### config.mk
export PLATFORM = sky130hd
export DESIGN_NAME = lcd_vtiming
export DESIGN_NICKNAME = d
export VERILOG_FILES = /design/src/rtl/lcd_vt_pkg.sv /design/src/rtl/lcd_vt_shadow.sv /design/src/rtl/lcd_vt_counter.sv /design/src/rtl/lcd_vt_decode.sv /design/src/rtl/lcd_vtiming.sv
export SDC_FILE = /design/constraint.sdc
export NUM_CORES = 1
export LEC_CHECK = 0
export BUFFER_PORTS_ARGS = -buffer_cell sky130_fd_sc_hd__buf_4
export CAP_MARGIN = 20
export CORE_MARGIN = 1
export CORE_UTILIZATION = 59
export DETAILED_ROUTE_END_ITERATION = 8
export GPL_TIMING_DRIVEN = 0
export PLACE_DENSITY = 0.85
export SYNTH_ARGS = -nofsm -noshare
export SYNTH_HDL_FRONTEND = slang
export SYNTH_SLANG_ARGS = --single-unit
### constraint.sdc
create_clock -name clk -period 7.3 [get_ports clk]
set_input_delay 0.73 -clock clk [delete_from_list [all_inputs] [get_ports clk]]
set_output_delay 0.73 -clock clk [all_outputs]
set_load 0.02 [all_outputs]
### src/rtl/lcd_vt_pkg.sv
package lcd_vt_pkg;

  // First line of the active region: sync lines plus back porch.
  function automatic int unsigned vt_act_start(int unsigned sync_m1, int unsigned vbp);
    return sync_m1 + 1 + vbp;
  endfunction

  // Last active line, inclusive.
  function automatic int unsigned vt_act_end(int unsigned sync_m1, int unsigned rows_m1,
                                             int unsigned vbp);
    return vt_act_start(sync_m1, vbp) + rows_m1;
  endfunction

  // Total line periods in one frame.
  function automatic int unsigned vt_frame_len(int unsigned sync_m1, int unsigned rows_m1,
                                               int unsigned vbp, int unsigned vfp);
    return vt_act_end(sync_m1, rows_m1, vbp) + 1 + vfp;
  endfunction

  // Counter width able to hold the longest frame position.
  function automatic int unsigned vt_cnt_width(int unsigned sync_w, int unsigned rows_w,
                                               int unsigned vbp, int unsigned vfp);
    return $clog2((1 << sync_w) + (1 << rows_w) + vbp + vfp + 1);
  endfunction

endpackage

### src/rtl/lcd_vt_shadow.sv
module lcd_vt_shadow #(
  parameter int SYNC_W = 6,
  parameter int ROWS_W = 10
) (
  input  logic              clk,
  input  logic              rst_n,
  input  logic              load,
  input  logic [SYNC_W-1:0] in_sync,
  input  logic [ROWS_W-1:0] in_rows,
  input  logic              in_dual,
  output logic [SYNC_W-1:0] shd_sync,
  output logic [ROWS_W-1:0] shd_rows,
  output logic              shd_dual
);

  // Settings used by the running frame, refreshed only at a frame boundary.
  always_ff @(posedge clk) begin
    if (!rst_n) begin
      shd_sync <= '0;
      shd_rows <= '0;
      shd_dual <= 1'b0;
    end else if (load) begin
      shd_sync <= in_sync;
      shd_rows <= in_rows;
      shd_dual <= in_dual;
    end
  end

endmodule

### src/rtl/lcd_vt_counter.sv
module lcd_vt_counter #(
  parameter int CNT_W = 11
) (
  input  logic             clk,
  input  logic             rst_n,
  input  logic             line_stb,
  input  logic [CNT_W-1:0] last_line,
  output logic [CNT_W-1:0] line_cnt,
  output logic             wrap,
  output logic             sof
);

  assign wrap = line_stb && (line_cnt == last_line);

  always_ff @(posedge clk) begin
    if (!rst_n) begin
      line_cnt <= '0;
      sof      <= 1'b0;
    end else begin
      sof <= wrap;
      if (line_stb) begin
        line_cnt <= wrap ? '0 : line_cnt + CNT_W'(1);
      end
    end
  end

endmodule

### src/rtl/lcd_vt_decode.sv
module lcd_vt_decode
  import lcd_vt_pkg::*;
#(
  parameter int SYNC_W  = 6,
  parameter int ROWS_W  = 10,
  parameter int CNT_W   = 11,
  parameter int VBP     = 2,
  parameter int VFP     = 3,
  parameter bit DUAL_EN = 1'b1
) (
  input  logic [CNT_W-1:0]  line_cnt,
  input  logic [SYNC_W-1:0] shd_sync,
  input  logic [ROWS_W-1:0] shd_rows,
  input  logic              shd_dual,
  output logic [CNT_W-1:0]  last_line,
  output logic              vsync,
  output logic              active,
  output logic [ROWS_W-1:0] row_idx,
  output logic [ROWS_W:0]   lower_row
);

  logic [CNT_W-1:0] act_start;
  logic [CNT_W-1:0] act_end;
  logic [CNT_W-1:0] row_off;

  always_comb begin
    act_start = CNT_W'(vt_act_start(int'(shd_sync), VBP));
    act_end   = CNT_W'(vt_act_end(int'(shd_sync), int'(shd_rows), VBP));
    last_line = CNT_W'(vt_frame_len(int'(shd_sync), int'(shd_rows), VBP, VFP) - 1);
    vsync     = line_cnt <= CNT_W'(shd_sync);
    active    = (line_cnt >= act_start) && (line_cnt <= act_end);
    row_off   = line_cnt - act_start;
    row_idx   = active ? row_off[ROWS_W-1:0] : '0;
  end

  generate
    if (DUAL_EN) begin : g_dual
      always_comb begin
        if (active && shd_dual) begin
          lower_row = {1'b0, row_idx} + {1'b0, shd_rows} + (ROWS_W+1)'(1);
        end else begin
          lower_row = '0;
        end
      end
    end else begin : g_single
      assign lower_row = '0;
    end
  endgenerate

endmodule

### src/rtl/lcd_vtiming.sv
module lcd_vtiming
  import lcd_vt_pkg::*;
#(
  parameter int SYNC_W  = 6,
  parameter int ROWS_W  = 10,
  parameter int VBP     = 2,
  parameter int VFP     = 3,
  parameter bit DUAL_EN = 1'b1
) (
  input  logic              clk,
  input  logic              rst_n,
  input  logic              line_stb,
  input  logic [SYNC_W-1:0] cfg_sync_w,
  input  logic [ROWS_W-1:0] cfg_lines,
  input  logic              cfg_dual,
  output logic              vsync,
  output logic              active,
  output logic [ROWS_W-1:0] row_idx,
  output logic [ROWS_W:0]   lower_row,
  output logic              sof
);

  localparam int CNT_W = vt_cnt_width(SYNC_W, ROWS_W, VBP, VFP);

  // Named internal events, visible to the bound checker.
  logic              wrap;
  logic [CNT_W-1:0]  line_cnt;
  logic [CNT_W-1:0]  last_line;
  logic [SYNC_W-1:0] shd_sync;
  logic [ROWS_W-1:0] shd_rows;
  logic              shd_dual;

  lcd_vt_shadow #(.SYNC_W(SYNC_W), .ROWS_W(ROWS_W)) u_shadow (
    .clk      (clk),
    .rst_n    (rst_n),
    .load     (wrap),
    .in_sync  (cfg_sync_w),
    .in_rows  (cfg_lines),
    .in_dual  (cfg_dual),
    .shd_sync (shd_sync),
    .shd_rows (shd_rows),
    .shd_dual (shd_dual)
  );

  lcd_vt_counter #(.CNT_W(CNT_W)) u_counter (
    .clk       (clk),
    .rst_n     (rst_n),
    .line_stb  (line_stb),
    .last_line (last_line),
    .line_cnt  (line_cnt),
    .wrap      (wrap),
    .sof       (sof)
  );

  lcd_vt_decode #(
    .SYNC_W(SYNC_W), .ROWS_W(ROWS_W), .CNT_W(CNT_W),
    .VBP(VBP), .VFP(VFP), .DUAL_EN(DUAL_EN)
  ) u_decode (
    .line_cnt  (line_cnt),
    .shd_sync  (shd_sync),
    .shd_rows  (shd_rows),
    .shd_dual  (shd_dual),
    .last_line (last_line),
    .vsync     (vsync),
    .active    (active),
    .row_idx   (row_idx),
    .lower_row (lower_row)
  );

endmodule

==> flow_summary.yaml <==
yosys:
  synth_top_area_share_pct: 17.09
  async_flop_share_pct: 0
  synth.avg_cell_area_um2: 7.918
  yosysTopAreaCell: "dfxtp_1"
  synth_area_leaders: "dfxtp_1, ha_1, xnor2_1, inv_1, nand3_1"
  synth_fp_nets: 495
  yosys_most_used_dff: "dfxtp_1"
  yosysWarningCount: 0
  synth_seq_area_share_pct: 17.09
  syn_inst: 429
  synth_area_um2: 3397
  synth_seq_cells: 29
  synthDistinctLibCells: 62
  synth_edf_count: 0
power:
  p_leak_nw: 1.842
  p_total_mw: 0.3543
  powerDensity_nw_per_um2: 89.91
  peakVddDrop_uv: 183.1
status:
  status: "finished clean"
drt:
  wl_mm: 8.733
  firstDrtPassIters: 5
  wl_per_cell_um: 15.85
  antenna_left: 0
  vias_per_cell: 6.011
  drc: 0
  vias: 3312
  drtIter0Drc: 184
global_route:
  grt.total_usage_pct: 30.62
  grt_pass1_wl_mm: 14.81
  grt_pass1_vias: 3201
  grt_max_degree: 11
  grt_antenna_before_repair: 0
  gr-total-overflow: 0
hold_path:
  hold_class: "flop to flop"
timing:
  finalHoldViolations: 0
  timing.final.crit_share_pct: 95.85
  fin_tns_setup_ps: 0
  setup_violations: 0
  rsz0062_at_grt: "true"
  skew_ps: 6.141
  maxSlewHeadroom_pct: 57.78
  slew_violations: 0
  worst_pin_slew_ps: 627.5
  max_clock_freq_mhz: 142.9
  min_period_ps: 6997
placed_design:
  gp_congestion: 0.9029
  port_buffers: 43
  hpwl_mm: 6.924
clock_network:
  htree_levels: 2
  clock-sinks: 29
  clock_latency_ps: 280
  cts_tree: "done"
  numCtsBuffers: 5
  cts.clk_slew.worst_paths_ps: 60
  cts_buffer_depth: 2
  ctsRootBufferMaster: "clkbuf_8"
  cts_hold_buf: 0
floorplan:
  num_io_pins: 44
  die_w_um: 77.88
  num_rows: 27
  die_h_um: 77.88
  die-area_um2: 6065
  core_region_area_um2: 5540
  start_util_pct: 61.31
setup_path:
  critPathTopFamily: "compound AO/OA/AOI/OAI gates"
  max_stage_delay_ps: 360
  worstSetupPathType: "flop to output port"
  cp-start-kind: "flop"
  worst-path-max-fanout: 10
  end_kind: "output port"
  critPathArrivalTime_ps: 6270
  worstPathRequired_ps: 6570
  cp_slowest_cell: "dfxtp_2"
  path_buf_inv: 4
final_layout:
  final_cell_mix: "buf_4, ha_1, inv_1"
  antenna_cells: 0
  area_delta_synth_final_pct: 16.02
  final_net_count: 545
  drive_gt1_share_pct: 16.70
  layout_commonest_cell: "buf_4"
flow_run:
  cap_violations: 0
-- flip-flops by register name, summed over array words and instances, names as in the netlist --
signal and cells:
u_shadow.shd_sync 6, u_counter.sof 1, u_shadow.shd_dual 1, u_shadow.shd_rows 10, u_counter.line_cnt 11
-- cell usage after synthesis (all sizes together), types with 3 or more instances --
cell    count
a211o       3
a211oi      4
a21o       14
a21oi      13
a31oi       3
and2        4
and3       12
buf        12
clkbuf      7
dfxtp      29
fa          3
ha         43
inv        36
nand2      30
nand2b      7
nand3      26
nand3b      3
nand4      10
nor2       32
nor2b      11
nor3        5
nor3b       3
o21a        8
o21ai      29
o311ai      3
xnor2      30
xor2       10
-- tightest hold or removal path, delay by kind of cell (launching register included) --
kind            cells  cell delay [ps]
flops               1              330
compound gates      1               50
simple gates        1               60
-- timing repair --
| action | CTS | global route |
|---|---|---|
| pin swaps | 0 | 2 |
| gates resized for setup | 2 | 11 |
| hold endpoints to repair | 0 | 0 |
| setup buffers | 0 | 1 |
| setup endpoints to repair | 2 | 4 |
-- where the power goes --
part / switching [mW] / internal, mW
sequential: 0.00169 / 0.159
combinational: 0.0330 / 0.0292
clock: 0.0566 / 0.0746
-- cell families after synthesis --
group                    share of synthesized area (%)
AND/OR/NAND/NOR                                  24.57
XOR/XNOR                                         11.64
AO/OA/AOI/OAI                                    21.03
buffers and inverters                            7.477
flip-flops                                       17.09
adder cells (fa/ha/maj)                          17.90
multiplexers                                    0.2947
-- metrics by stage --
stage,cells,hold slack [ps],util (%),setup WS [ps],cell area [um2]
floorplan,429,436.1,-,782.0,3397
global placement,544,467.3,68.77,286.1,3810
detailed placement,544,486.4,68.77,203.1,3810
CTS,551,496.7,70.51,36.99,3906
global route,551,504.1,71.14,-55.69,3941
finish,551,480.3,71.14,303.3,3941
-- layout make-up --
cell class / count / area [um2]
plain buffers: 18 / 117.6
clock buffers: 7 / 86.33
fillers: 460 / 1599
inverters: 36 / 135.1
multi-input cells: 345 / 2599
flip-flops and latches: 29 / 583.1
well taps: 72 / 90.09
repair buffers: 44 / 330.3
-- path summary, 6_finish.rpt --
kind,startpoint,endpoint,cells past startpoint,slack [ps]
max,u_shadow.shd_sync[0],lower_row[10],28,300
min,u_shadow.shd_sync[1],u_shadow.shd_sync[1],2,480
max reg2reg,u_shadow.shd_sync[0],u_counter.line_cnt[6],17,3170
min reg2reg,u_shadow.shd_sync[1],u_shadow.shd_sync[1],2,480
-- per-layer routing --
| metal | wire [um] | up-vias | track usage (%) | part of all wire, % |
|---|---|---|---|---|
| li1 | - | 1631 | - | - |
| met5 | 0 | - | 0 | 0 |
| met3 | 422 | 26 | 3.412 | 4.8 |
| met2 | 4226 | 105 | 52.57 | 48 |
| met4 | 268 | 0 | 13.02 | 3.1 |
| met1 | 3816 | 1550 | 38.51 | 44 |
Note: power is estimated with default switching activity, not from simulation.
